`config.mk`:
```
export PLATFORM = sky130hd
export DESIGN_NAME = mem_access_filter
export DESIGN_NICKNAME = d
export VERILOG_FILES = /design/src/rtl/maf_pkg.sv /design/src/rtl/maf_ctrl.sv /design/src/rtl/maf_datapath.sv /design/src/rtl/mem_access_filter.sv
export SDC_FILE = /design/constraint.sdc
export NUM_CORES = 1
export LEC_CHECK = 0
export BUFFER_PORTS_ARGS = -buffer_cell sky130_fd_sc_hd__buf_2
export CAP_MARGIN = 10
export CORE_AREA = 2 2 90 109
export CTS_CLUSTER_SIZE = 25
export DETAILED_ROUTE_END_ITERATION = 10
export DIE_AREA = 0 0 92 111
export PLACE_DENSITY = 0.87
export SYNTH_ARGS = -nofsm -noshare
export SYNTH_HDL_FRONTEND = slang
export SYNTH_HIERARCHICAL = 1
export SYNTH_SLANG_ARGS = --single-unit
```
`constraint.sdc`:
```
create_clock -name clk -period 1.4 [get_ports clk]
set_input_delay 0.07 -clock clk [delete_from_list [all_inputs] [get_ports clk]]
set_output_delay 0.07 -clock clk [all_outputs]
set_load 0.005 [all_outputs]
```
`src/rtl/maf_pkg.sv`:
```
package maf_pkg;

  typedef enum logic [1:0] {
    KIND_READ  = 2'd0,
    KIND_WRITE = 2'd1,
    KIND_EXEC  = 2'd2,
    KIND_RSVD  = 2'd3
  } acc_kind_t;

  localparam int PERM_W = 6;

  // control-to-datapath strobes
  typedef struct packed {
    logic capture;
  } maf_strobe_t;

  // pick the permission bit for one kind/privilege pair
  function automatic logic permitBit(input logic [PERM_W-1:0] perms,
                                     input logic [1:0] kind,
                                     input logic priv);
    int idx;
    if (kind == KIND_RSVD) return 1'b0;
    idx = (priv ? 3 : 0) + int'(kind);
    return perms[idx];
  endfunction

endpackage

```
`src/rtl/maf_ctrl.sv`:
```
module maf_ctrl
  import maf_pkg::*;
(
  input  logic        clk,
  input  logic        rstN,
  input  logic        reqValid,
  output maf_strobe_t strobe,
  output logic        rspValid
);

  always_comb begin
    strobe = '0;
    strobe.capture = reqValid;
  end

  always_ff @(posedge clk or negedge rstN) begin
    if (!rstN) rspValid <= 1'b0;
    else       rspValid <= reqValid;
  end

  AST_RSP_AFTER_REQ: assert property (@(posedge clk) disable iff (!rstN)
    reqValid |=> rspValid);

  AST_NO_STRAY_RSP: assert property (@(posedge clk) disable iff (!rstN)
    !reqValid |=> !rspValid);

endmodule

```
`src/rtl/maf_datapath.sv`:
```
module maf_datapath
  import maf_pkg::*;
#(
  parameter int ADDR_W    = 16,
  parameter int NUM_REG   = 3,
  parameter int RANGE_W   = 32,
  parameter int POL_W     = 32,
  parameter bit ALL_AGREE = 1'b0
) (
  input  logic                     clk,
  input  logic                     rstN,
  input  maf_strobe_t              strobe,
  input  logic [ADDR_W-1:0]        addr,
  input  logic [1:0]               kind,
  input  logic                     priv,
  input  logic [NUM_REG*RANGE_W-1:0] rangeVec,
  input  logic [NUM_REG*POL_W-1:0] policyVec,
  output logic                     grantQ,
  output logic [NUM_REG-1:0]       hitQ
);

  localparam int SIZE_LSB = ADDR_W;
  localparam int LIM_W    = ADDR_W + 1;
  localparam int SPARE_W  = POL_W - PERM_W;

  logic [NUM_REG-1:0] hitComb;
  logic [NUM_REG-1:0] allowComb;
  logic               grantComb;

  for (genvar g = 0; g < NUM_REG; g++) begin : g_region
    logic [ADDR_W-1:0] baseF;
    logic [ADDR_W-1:0] sizeF;
    logic [LIM_W-1:0]  limitF;
    logic              unusedPolicyHi;

    assign baseF  = rangeVec[g*RANGE_W +: ADDR_W];
    assign sizeF  = rangeVec[g*RANGE_W + SIZE_LSB +: ADDR_W];
    // 17-bit end so a region past the top is clipped, not wrapped
    assign limitF = {1'b0, baseF} + {1'b0, sizeF};

    assign hitComb[g] = (sizeF != '0) && (addr >= baseF) &&
                        ({1'b0, addr} < limitF);

    assign allowComb[g] = permitBit(policyVec[g*POL_W +: PERM_W], kind, priv);
    assign unusedPolicyHi = ^policyVec[g*POL_W + PERM_W +: SPARE_W];

    AST_ZERO_SIZE_NO_HIT: assert property (@(posedge clk) disable iff (!rstN)
      (sizeF == '0) |-> !hitComb[g]);
  end

  if (ALL_AGREE) begin : g_agree
    always_comb begin
      grantComb = (|hitComb) && (&(allowComb | ~hitComb));
    end

    AST_VETO_DENIES: assert property (@(posedge clk) disable iff (!rstN)
      (strobe.capture && |(hitComb & ~allowComb)) |=> !grantQ);
  end else begin : g_priority
    always_comb begin
      logic found;
      found     = 1'b0;
      grantComb = 1'b0;
      for (int i = 0; i < NUM_REG; i++) begin
        if (hitComb[i] && !found) begin
          grantComb = allowComb[i];
          found     = 1'b1;
        end
      end
    end

    AST_LOWEST_DECIDES: assert property (@(posedge clk) disable iff (!rstN)
      (strobe.capture && hitComb[0]) |=> (grantQ == $past(allowComb[0])));
  end

  always_ff @(posedge clk or negedge rstN) begin
    if (!rstN) begin
      grantQ <= 1'b0;
      hitQ   <= '0;
    end else if (strobe.capture) begin
      grantQ <= grantComb;
      hitQ   <= hitComb;
    end
  end

  AST_NO_HIT_DENY: assert property (@(posedge clk) disable iff (!rstN)
    (strobe.capture && hitComb == '0) |=> !grantQ);

  AST_RSVD_KIND_DENY: assert property (@(posedge clk) disable iff (!rstN)
    (strobe.capture && kind == 2'd3) |=> !grantQ);

  AST_HOLD_IDLE: assert property (@(posedge clk) disable iff (!rstN)
    !strobe.capture |=> ($stable(grantQ) && $stable(hitQ)));

endmodule

```
`src/rtl/mem_access_filter.sv`:
```
module mem_access_filter
  import maf_pkg::*;
#(
  parameter int ADDR_W    = 16,
  parameter int NUM_REG   = 3,
  parameter int RANGE_W   = 32,
  parameter int POL_W     = 32,
  parameter bit ALL_AGREE = 1'b0
) (
  input  logic                       clk,
  input  logic                       rstN,
  input  logic                       reqValid,
  input  logic [ADDR_W-1:0]          reqAddr,
  input  logic [1:0]                 reqKind,
  input  logic                       reqPriv,
  input  logic [NUM_REG*RANGE_W-1:0] rangeVec,
  input  logic [NUM_REG*POL_W-1:0]   policyVec,
  output logic                       rspValid,
  output logic                       rspGrant,
  output logic [NUM_REG-1:0]         rspHit
);

  maf_strobe_t strobe;

  maf_ctrl u_ctrl (
    .clk      (clk),
    .rstN     (rstN),
    .reqValid (reqValid),
    .strobe   (strobe),
    .rspValid (rspValid)
  );

  maf_datapath #(
    .ADDR_W    (ADDR_W),
    .NUM_REG   (NUM_REG),
    .RANGE_W   (RANGE_W),
    .POL_W     (POL_W),
    .ALL_AGREE (ALL_AGREE)
  ) u_dp (
    .clk       (clk),
    .rstN      (rstN),
    .strobe    (strobe),
    .addr      (reqAddr),
    .kind      (reqKind),
    .priv      (reqPriv),
    .rangeVec  (rangeVec),
    .policyVec (policyVec),
    .grantQ    (rspGrant),
    .hitQ      (rspHit)
  );

  AST_RESET_QUIET: assert property (@(posedge clk) disable iff (!rstN)
    $rose(rspGrant) |-> rspValid);

endmodule

```
; Word level (Yosys, flattened, before mapping)
; Cells that the tools add are included.
[op_classes]
n_reduce_logical = 13
magnitude_cmp = 7
eq_ne = 1
n_addsub = 4
mux = 20
[op_table]
columns = cell, count
row1 = 16-bit by 16-bit adder with 17-bit output, 3
row2 = 16-bit by 17-bit less-than comparator with 1-bit output, 3
row3 = 16-bit greater-or-equal comparator, 3
row4 = 16-bit nonzero test, 3
row5 = 32-bit by 3-bit adder with 32-bit output, 1
row6 = 32-bit by 5-bit less-than comparator with 1-bit output (second input constant), 1
row7 = 1-bit two-way mux, 16
row8 = 1-bit binary-select mux with 3-bit select, 3
row9 = 1-bit logical AND, 8
row10 = 2-bit equality test (second input constant), 1
row11 = 1-bit logical NOT, 2
row12 = 2-bit two-way mux, 1
[word_totals]
register_bits = 5
out_inout_bits = 5
inputBits = 214

; Longest topological paths before layout
; Gate-level depths: netlist of run 1.
[depth]
ltp_word = 10
depth_mapped = 19
ltp_nobuf = 19

; Hierarchy
; Netlist of run 1, hierarchy kept.
[modules_own_cells]
columns = module, area_per_inst_um2, cells_per_inst, seq_area_each_um2, n_inst
row1 = maf_datapath, 4690.7, 597, 100.1, 1
row2 = maf_ctrl, 32.5, 2, 25.0, 1

; Least setup slack after synthesis of run 1
; OpenSTA, ideal clock, no wires.
[synth_timing]
kind = input port to flip-flop
start = input port rangeVec[0]
end = register u_dp.grantQ
stages = 18
path_slack_ns = -1.760
arrival_time_ns = 3.078
path_cell_list = ha_1 fa_1 a211o_1 a21oi_2 o21a_1 o31ai_2 a22o_1 nor4_2 nor3_2 xnor2_1 ha_1 a21o_1 a21oi_1 nor2_1 o21ai_1 o311ai_1 and2_1 a31oi_1
[synth_via]
elab_chain_cells = 10
elab_cells_between_ends = 14
[synth_rtl]
columns = element, line
row1 = from (decl), mem_access_filter.sv:16  ; input logic [NUM_REG*RANGE_W-1:0] rangeVec,
row2 = 16-bit by 16-bit adder with 17-bit output / 16-bit greater-or-equal comparator (equally long branches), "maf_datapath.sv:39, maf_datapath.sv:41"
row3 = 16-bit by 17-bit less-than comparator with 1-bit output / 1-bit logical AND (equally long branches), "maf_datapath.sv:42, maf_datapath.sv:41"
row4 = 1-bit logical AND (*), maf_datapath.sv:41  ; assign hitComb[g] = (sizeF != '0) && (addr >= baseF) &&
row5 = 1-bit two-way mux, maf_datapath.sv:64  ; if (hitComb[i] && !found) begin
row6 = 1-bit logical NOT, maf_datapath.sv:64
row7 = 1-bit logical AND, maf_datapath.sv:64
row8 = 1-bit two-way mux, maf_datapath.sv:64
row9 = 1-bit logical NOT, maf_datapath.sv:64
row10 = 1-bit logical AND, maf_datapath.sv:64
row11 = 1-bit two-way mux (*), maf_datapath.sv:64
row12 = to (signal assigned), maf_datapath.sv:80  ; grantQ <= grantComb;
row13 = to (decl), maf_datapath.sv:18  ; output logic grantQ,
; Mark *: on every way between the ends. The rest lies on a longest branch, timed or not.
; A chain may end at the register's enable or synchronous reset.

; Worst setup path after layout of run 1
[layout_timing]
start = input port rangeVec[65]
end = register u_dp.grantQ
[layout_via]
elab_chain_cells = 5
elab_cells_between_ends = 7
[layout_rtl]
columns = element, line
row1 = 16-bit by 16-bit adder with 17-bit output / 16-bit greater-or-equal comparator (equally long branches), "maf_datapath.sv:39, maf_datapath.sv:41"
row2 = 16-bit by 17-bit less-than comparator with 1-bit output / 1-bit logical AND (equally long branches), "maf_datapath.sv:42, maf_datapath.sv:41"
row3 = 1-bit logical AND (*), maf_datapath.sv:41
row4 = 1-bit logical AND (*), maf_datapath.sv:64
row5 = 1-bit two-way mux (*), maf_datapath.sv:64
; Marked as above.

==> out/results.tsv, run 1 <==
stage	metric	value	unit
grt	initial_antenna_violation_count	0	
floorplanning	pin_count	219	
timing	tightest_slew	0.708	ns
cells_and_area	insertedDiodeCount	0	
place	preCtsSetupSlack	-2.15	ns
yosys	synth_nets	959	
yosys	netlist-cell-type-count	71	
pwr	peak_ir_drop_on_the_vdd_network	308	uV
timing	accumulated_negative_setup_slack	-7.07	ns
worst_hold_path	hold_path_end	u_ctrl/rspValid	
worst_setup_path	worst_setup_path_start_kind	input pin	
clock_tree	cts_inserted_buffers	3	
worst_setup_path	arrival	3.42	ns
cells_and_area	layout.core_utilization	0.784	
clock_tree	cts_sink_count	5	
worst_setup_path	timing.reg2reg.worst_path_depth	1	
yosys	synth_largest_type_area_fraction	0.376	
routing	detailedRoute.firstPassIterationCount	7	
routing	antenna_violating_nets_post_route	0	
yosys	mappedNetlistArea	4720	um^2
grt	grt_overflow	0	
routing	wirelength	19400	um
worst_hold_path	min_from	reqValid	
run_status	outcome	complete, but fails checks	
grt	vias_in_the_first_global_route	6733	
place	postPlaceCellArea	6950	um^2
clock_tree	clock_tree_from_tritoncts	yes	
clock_tree	clock_insertion_delay_worst_skew	0.23	ns
timing	fmax	306	MHz
floorplanning	dieHeight	111	um
worst_setup_path	cp.required	1.55	ns
place	gp_congestion	0.943	
clock_tree	clkTransAtPathRegs	0.03	ns
pwr	cellLeakagePower	0.00395	uW
worst_setup_path	worst_r2r_startpoint	u_dp/hitQ[1]	
floorplanning	initial_core_util	0.509	
yosys	synth.top_cells.by_area	sky130_fd_sc_hd__ha_1, sky130_fd_sc_hd__a21oi_1, sky130_fd_sc_hd__inv_1	
cells_and_area	nets	1291	
cells_and_area	layout.cell_area.non_filler	7270	um^2
yosys	ys.warnings.count	6	
grt	grt_usage	0.370	
clock_tree	clockRootBuffer	sky130_fd_sc_hd__clkbuf_16	
place	dpl.hpwl	15200	um
timing	fin_skew	0	ns
grt	grt_max_degree	9	
worst_setup_path	critical_path.endpoint_type	register	
floorplanning	floorplan.core_area	9270	um^2
yosys	postSynth.asyncResetShare	1.00	
worst_setup_path	crit_slowest_cell	sky130_fd_sc_hd__or2_2	
place	placed_cells_incl_taps	1038	
worst_setup_path	rrSetupSlack	0.61	ns
yosys	number_of_enable_flip_flop_cells_after_synthesis	0	
worst_hold_path	holdPathStages	1	
routing	drcViolationCount	0	
run_status	violations	negative setup slack	
timing	final_hold_viol_count	0	
cells_and_area	drive_above_1_share	0.417	
yosys	synth_area_leader_cell	sky130_fd_sc_hd__ha_1	
grt	grt_pass1_wl	30900	um
clock_tree	clock_path_buffers	2	
routing	detailedRoute.firstIterationViolations	435	
worst_setup_path	r2r_end	u_dp/hitQ[1]	
pwr	power_density	561	nW/um^2
worst_setup_path	crit_fanout	2	
yosys	syn-instance-count	599	
place	io_buffers	140	
worst_setup_path	path_cells	buf_2, ha_1, a21oi_1, nor2b_2, o21bai_2, a21oi_2, a41oi_2, a21oi_1, a41oi_2, xor2_1, ha_1, or2_2, nor4_4, nand2_1, o21ai_1, inv_1, a211o_1, a31oi_1	
timing	fin_ws	-1.87	ns
yosys	synth_seq_cells	5	
worst_setup_path	worst_path_largest_cell_delay	0.34	ns
cells_and_area	layoutNonFillerInstCount	1053	
timing	timing.final.crit_share	2.34	
timing	final_max_slew_viol_count	0	
routing	via_count	6430	
yosys	syn_area_per_cell	7.89	um^2
clock_tree	htree_num_levels	1	
cells_and_area	area_growth	53.9	%
worst_hold_path	hold_class	input pin to register	
timing	finalSetupViolCount	4	
routing	wire_per_inst	18.4	um
floorplanning	row_count	39	
timing	timing.final.crit_period	3.27	ns
floorplanning	die_width	92	um
timing	relSlewSlack	0.524	
yosys	postSynth.topFlopCell	sky130_fd_sc_hd__dfrtp_1	
yosys	synth.yosys.seq_area_share	0.0265	
routing	routed_via_density	6.11	
worst_setup_path	path_class	input pin to register	
floorplanning	fp.dieArea	10200	um^2
run	cap_viol_max_count	0	
timing	rsz_0062_raised_after_global_routing	yes	
==> cell families (layout without fill, tap and decap cells) <==
logic type / Yosys count / in the layout / share of synthesized area
muxes: 8 / 8 / 0.0252
adders and majority gates: 146 / 146 / 0.393
and+or+nand+nor: 160 / 160 / 0.182
DFF: 5 / 5 / 0.0265
xor gates and xnor gates: 35 / 35 / 0.0649
AOI/OAI and AO/OA: 174 / 174 / 0.249
buffers and inverters: 71 / 402 / 0.0591
==> per-stage QoR <==
step           total power (uW)  hold WS [ns]
3_3_place_gp               3030        -0.105
3_5_place_dp               3220        -0.102
5_1_grt                    4380        0.0718
4_1_cts                    3830        0.0673
6_report                   4080        0.0730
2_1_floorplan              1880        -0.226
==> report_power, final <==
group,internal (uW),switching [uW]
combinational,1700,1710
sequential,174,18.3
clock,378,101
total,2250,1820
==> worst max path at each step <==
stage | slack (ns) | startpoint | to | cells past startpoint
final | -1.87 | rangeVec[65] | u_dp/grantQ | 18
after global routing | -2.01 | rangeVec[16] | u_dp/grantQ | 20
after CTS | -1.73 | rangeVec[0] | u_dp/grantQ | 20
after detailed placement | -2.15 | rangeVec[0] | u_dp/grantQ | 20
after global placement | -1.96 | rangeVec[0] | u_dp/grantQ | 20
after floorplan | -1.68 | rangeVec[33] | u_dp/grantQ | 17
==> layout by cell type, fill, tap and decap left out, drive strengths merged, types with 16 or more instances in the layout <==
cell type	synthesis	layout
buf	4	330
ha	142	142
inv	67	67
a21oi	57	57
o21ai	39	39
nor2	33	33
nand2	28	28
xnor2	18	18
xor2	17	17
nor4	17	17
nor3	16	16
==> registers in the layout (all words and copies together), names as in the netlist <==
signal,cells
u_dp/hitQ,3
u_dp/grantQ,1
u_ctrl/rspValid,1
==> critical path: cells and delay by family <==
kind,cells,cell delay [ns]
XOR/XNOR,1,0.17
buffers and inverters,2,0.20
AND/OR/NAND/NOR,4,0.83
AO/OA/AOI/OAI,9,1.67
adder cells (fa/ha/maj),2,0.48
==> synth_stat cells, types with 10 or more instances <==
master                    instances
sky130_fd_sc_hd__nor2_1          32
sky130_fd_sc_hd__nand4_1         13
sky130_fd_sc_hd__nand2_1         28
sky130_fd_sc_hd__xor2_1          17
sky130_fd_sc_hd__xnor2_1         18
sky130_fd_sc_hd__nor2b_1         11
sky130_fd_sc_hd__nor3_1          15
sky130_fd_sc_hd__a21oi_1         53
sky130_fd_sc_hd__ha_1           142
sky130_fd_sc_hd__o21a_1          10
sky130_fd_sc_hd__inv_1           67
sky130_fd_sc_hd__nor4_1          16
sky130_fd_sc_hd__o21ai_0         33
sky130_fd_sc_hd__a21o_1          11
==> area by class of cell <==
cell class / count / area [um^2]
clock buffers: 4 / 78.8
flip-flops and latches: 5 / 125
well taps: 123 / 154
fillers: 577 / 2000
multi-input cells: 523 / 4470
repair buffers: 331 / 2190
inverters: 67 / 251
==> layer usage <==
layer / vias to the layer above / global-route usage / part of all wire
li1: 2908 / - / -
met3: 173 / 0.0707 / 0.086
met4: 0 / 0.255 / 0.091
met2: 437 / 0.662 / 0.48
met1: 2912 / 0.383 / 0.34
met5: - / 0 / 0
==> what timing repair did <==
action | in CTS | in global routing
gates cloned | 0 | 0
buffers inserted | 9 | 1
hold endpoints to repair | 5 | 0
pin swaps | 9 | 5
gates resized for setup | 19 | 19
setup endpoints to repair | 4 | 4
hold buffers | 1 | 0
Power figures use the tool's default switching activity.
==> run 2, diff against run 1 <==
- CAP_MARGIN: 10 -> not set
- CORE_AREA: 2 2 90 109 -> 2 2 110 133
- DIE_AREA: 0 0 92 111 -> 0 0 112 135
- PLACE_DENSITY: 0.87 -> not set
==> run 2 against run 1 <==
The run still ends with negative setup slack left. Combinational power is 7.3% lower. Maximum frequency is 2.2% higher. Design area is 1.3% higher. Critical path type unchanged. Setup slack better by 0.070 ns. Critical endpoint unchanged. Largest power group unchanged. Non-clock buffer count is 5 higher. Clock power is 4% lower.
==> out/results.tsv, run 2 (synthesized netlist as in run 1, its figures left out) <==
stage	metric	value	unit	change
run_status	outcome	complete, but fails checks		unchanged
run_status	violations	negative setup slack		unchanged
clock_tree	clock_insertion_delay_worst_skew	0.22	ns	was 0.23 ns
timing	rsz_0062_raised_after_global_routing	yes		unchanged
pwr	cellLeakagePower	0.00397	uW	was 0.00395 uW
worst_setup_path	rrSetupSlack	0.59	ns	was 0.61 ns
worst_setup_path	cp.required	1.54	ns	was 1.55 ns
pwr	switching_share	0.413		was 0.447
floorplanning	dieHeight	135	um	was 111 um
grt	grt_usage	0.200		was 0.370
pwr	peak_ir_drop_on_the_vdd_network	709	uV	was 308 uV
place	io_buffers	140		unchanged
routing	detailedRoute.firstPassIterationCount	4		was 7
routing	detailedRoute.firstIterationViolations	176		was 435
timing	fin_skew	0	ns	unchanged
routing	antenna_violating_nets_post_route	0		unchanged
floorplanning	fp.dieArea	15100	um^2	was 10,200 um^2
routing	wire_per_inst	14.0	um	was 18.4 um
clock_tree	htree_num_levels	1		unchanged
timing	fin_ws	-1.80	ns	was -1.87 ns
timing	finalHoldWorstSlack	0.0717	ns	was 0.0730 ns
cells_and_area	num-fill-cells	1363		was 577
grt	vias_in_the_first_global_route	5430		was 6,733
pwr	power_switching	1580	uW	was 1820 uW
pwr	power_density	519	nW/um^2	was 561 nW/um^2
clock_tree	clkTransAtPathRegs	0.03	ns	about the same
grt	grt_pass1_wl	24900	um	was 30,900 um
worst_setup_path	path_class	input pin to register		unchanged
pwr	combinationalPowerShare	0.829		was 0.835
cells_and_area	reg_top3	u_dp/hitQ (3), u_ctrl/rspValid (1), u_dp/grantQ (1)		unchanged
pwr	internal_power	2240	uW	was 2250 uW
pwr	total_power	3820	uW	was 4080 uW
clock_tree	clockRootBuffer	sky130_fd_sc_hd__clkbuf_16		unchanged
place	gp_congestion	0.905		was 0.943
routing	drcViolationCount	0		unchanged
clock_tree	cts_sink_count	5		unchanged
cells_and_area	nets	1296		was 1,291
cells_and_area	insertedDiodeCount	0		unchanged
timing	fmax	313	MHz	was 306 MHz
worst_setup_path	crit_path_frequent_cell	sky130_fd_sc_hd__a21oi_2		
cells_and_area	layout_common_cells	sky130_fd_sc_hd__buf_4, sky130_fd_sc_hd__ha_1, sky130_fd_sc_hd__buf_2		unchanged
cells_and_area	drive_above_1_share	0.417		about the same
floorplanning	floorplan.core_area	13800	um^2	was 9270 um^2
worst_setup_path	worst_setup_path_start_kind	input pin		unchanged
grt	grt_overflow	0		unchanged
place	dpl.hpwl	14000	um	was 15,200 um
worst_setup_path	crit_fanout	3		was 2
routing	routed_via_density	5.02		was 6.11
worst_hold_path	hold_class	input pin to register		unchanged
worst_setup_path	critical_path.endpoint_type	register		unchanged
floorplanning	die_width	112	um	was 92 um
cells_and_area	most_common_library_cell_in_the_layout_ignoring_fill_and_taps	sky130_fd_sc_hd__buf_4		unchanged
run	cap_viol_max_count	0		unchanged
pwr	power.share.sequential	0.050		was 0.047
timing	final_max_slew_viol_count	0		unchanged
floorplanning	initial_core_util	0.343		was 0.509
worst_setup_path	path_cells	buf_8, ha_4, a21o_1, a21oi_2, o21ai_2, o41ai_4, o211ai_2, a31o_1, a21oi_2, xor2_1, ha_1, o2111ai_2, a21o_1, a221o_1, a31oi_1, a21oi_2, a211o_1, a31oi_1		was buf_2, ha_1, a21oi_1, nor2b_2, o21bai_2, a21oi_2, a41oi_2, a21oi_1, a41oi_2, xor2_1, ha_1, or2_2, nor4_4, nand2_1, o21ai_1, inv_1, a211o_1, a31oi_1
worst_setup_path	crit_slowest_cell	sky130_fd_sc_hd__o41ai_4		was sky130_fd_sc_hd__or2_2
clock_tree	clock_path_buffers	2		unchanged
routing	wirelength	15500	um	was 19,400 um
cells_and_area	register_containing_the_most_flip_flops_in_the_final_layout	u_dp/hitQ		unchanged
grt	grt_max_degree	9		unchanged
timing	final_hold_viol_count	0		unchanged
timing	tightest_slew	0.499	ns	was 0.708 ns
clock_tree	clock_tree_from_tritoncts	yes		unchanged
timing	relSlewSlack	0.665		was 0.524
cells_and_area	largest_register_ffs	3		unchanged
grt	initial_antenna_violation_count	0		unchanged
floorplanning	pin_count	219		unchanged
worst_setup_path	worst_path_largest_cell_delay	0.38	ns	was 0.34 ns
timing	finalSetupViolCount	4		unchanged
timing	timing.final.crit_period	3.20	ns	was 3.27 ns
routing	via_count	5549		was 6,430
clock_tree	cts_inserted_buffers	3		unchanged
timing	timing.final.crit_share	2.28		was 2.34
cells_and_area	area_growth	55.8	%	was 53.9%
pwr	pwr-share-clk	0.121		was 0.117
floorplanning	row_count	47		was 39
worst_setup_path	arrival	3.34	ns	was 3.42 ns
## run 2: per-layer routing
layer	global-route usage	up-vias	share of wire
li1	-	2921	-
met1	0.243	2485	0.43
met2	0.375	124	0.50
met3	0.0189	19	0.043
met4	0.0549	0	0.028
met5	0	-	0
## run 2: power groups by stage
stage                     sequential, uW  combinational [uW]  clock, uW
after CTS                            190                3030        470
after detailed placement             191                2980          0
final                                190                3160        461
after floorplan                      192                1690          0
after global placement               188                2950          0
after global routing                 194                3560        480
## run 2: metrics by stage
step / setup WS [ns] / setup TNS [ns] / instance area (um^2) / std cells / utilization
floorplan: -1.68 / -6.15 / 4750 / 599 / -
detailed placement: -2.11 / -7.87 / 7070 / 1095 / 0.514
global route: -1.99 / -7.52 / 7360 / 1106 / 0.535
CTS: -1.77 / -6.54 / 7210 / 1100 / 0.524
finish: -1.80 / -6.74 / 7360 / 1106 / 0.535
global placement: -2.04 / -7.65 / 7070 / 1095 / 0.514
## run 2: cell type report
class	count	area, um^2	share of cell area
multi-input combinational	523	4440	0.604
tap	171	214	0.0291
clock buffer	4	78.8	0.0107
sequential	5	125	0.0170
inverter	67	251	0.0342
timing repair buffer	336	2250	0.305
## run 2: path summary, 6_finish.rpt
check / cells after the start / to / start
max: 18 / u_dp/grantQ / rangeVec[33]
min reg2reg: 1 / u_dp/hitQ[1] / u_dp/hitQ[1]
max in group asynchronous: 2 / u_dp/hitQ[0] / rstN
max reg2reg: 2 / u_dp/hitQ[2] / u_dp/hitQ[2]
min in group asynchronous: 2 / u_dp/hitQ[2] / rstN
min: 1 / u_ctrl/rspValid / reqValid
## run 2: repair_timing
item,CTS,global route
pin swaps,2,28
gates resized for setup,14,29
endpoints found under the hold margin,5,0
hold buffers,1,0
setup buffers,0,6
endpoints found under the setup margin,4,4
## run 2: critical path, delay by kind of cell
kind	cells	cell delay, ns
compound gates	14	2.55
xor+xnor	1	0.08
fa+ha+maj	2	0.52
buf+inv	1	0.10
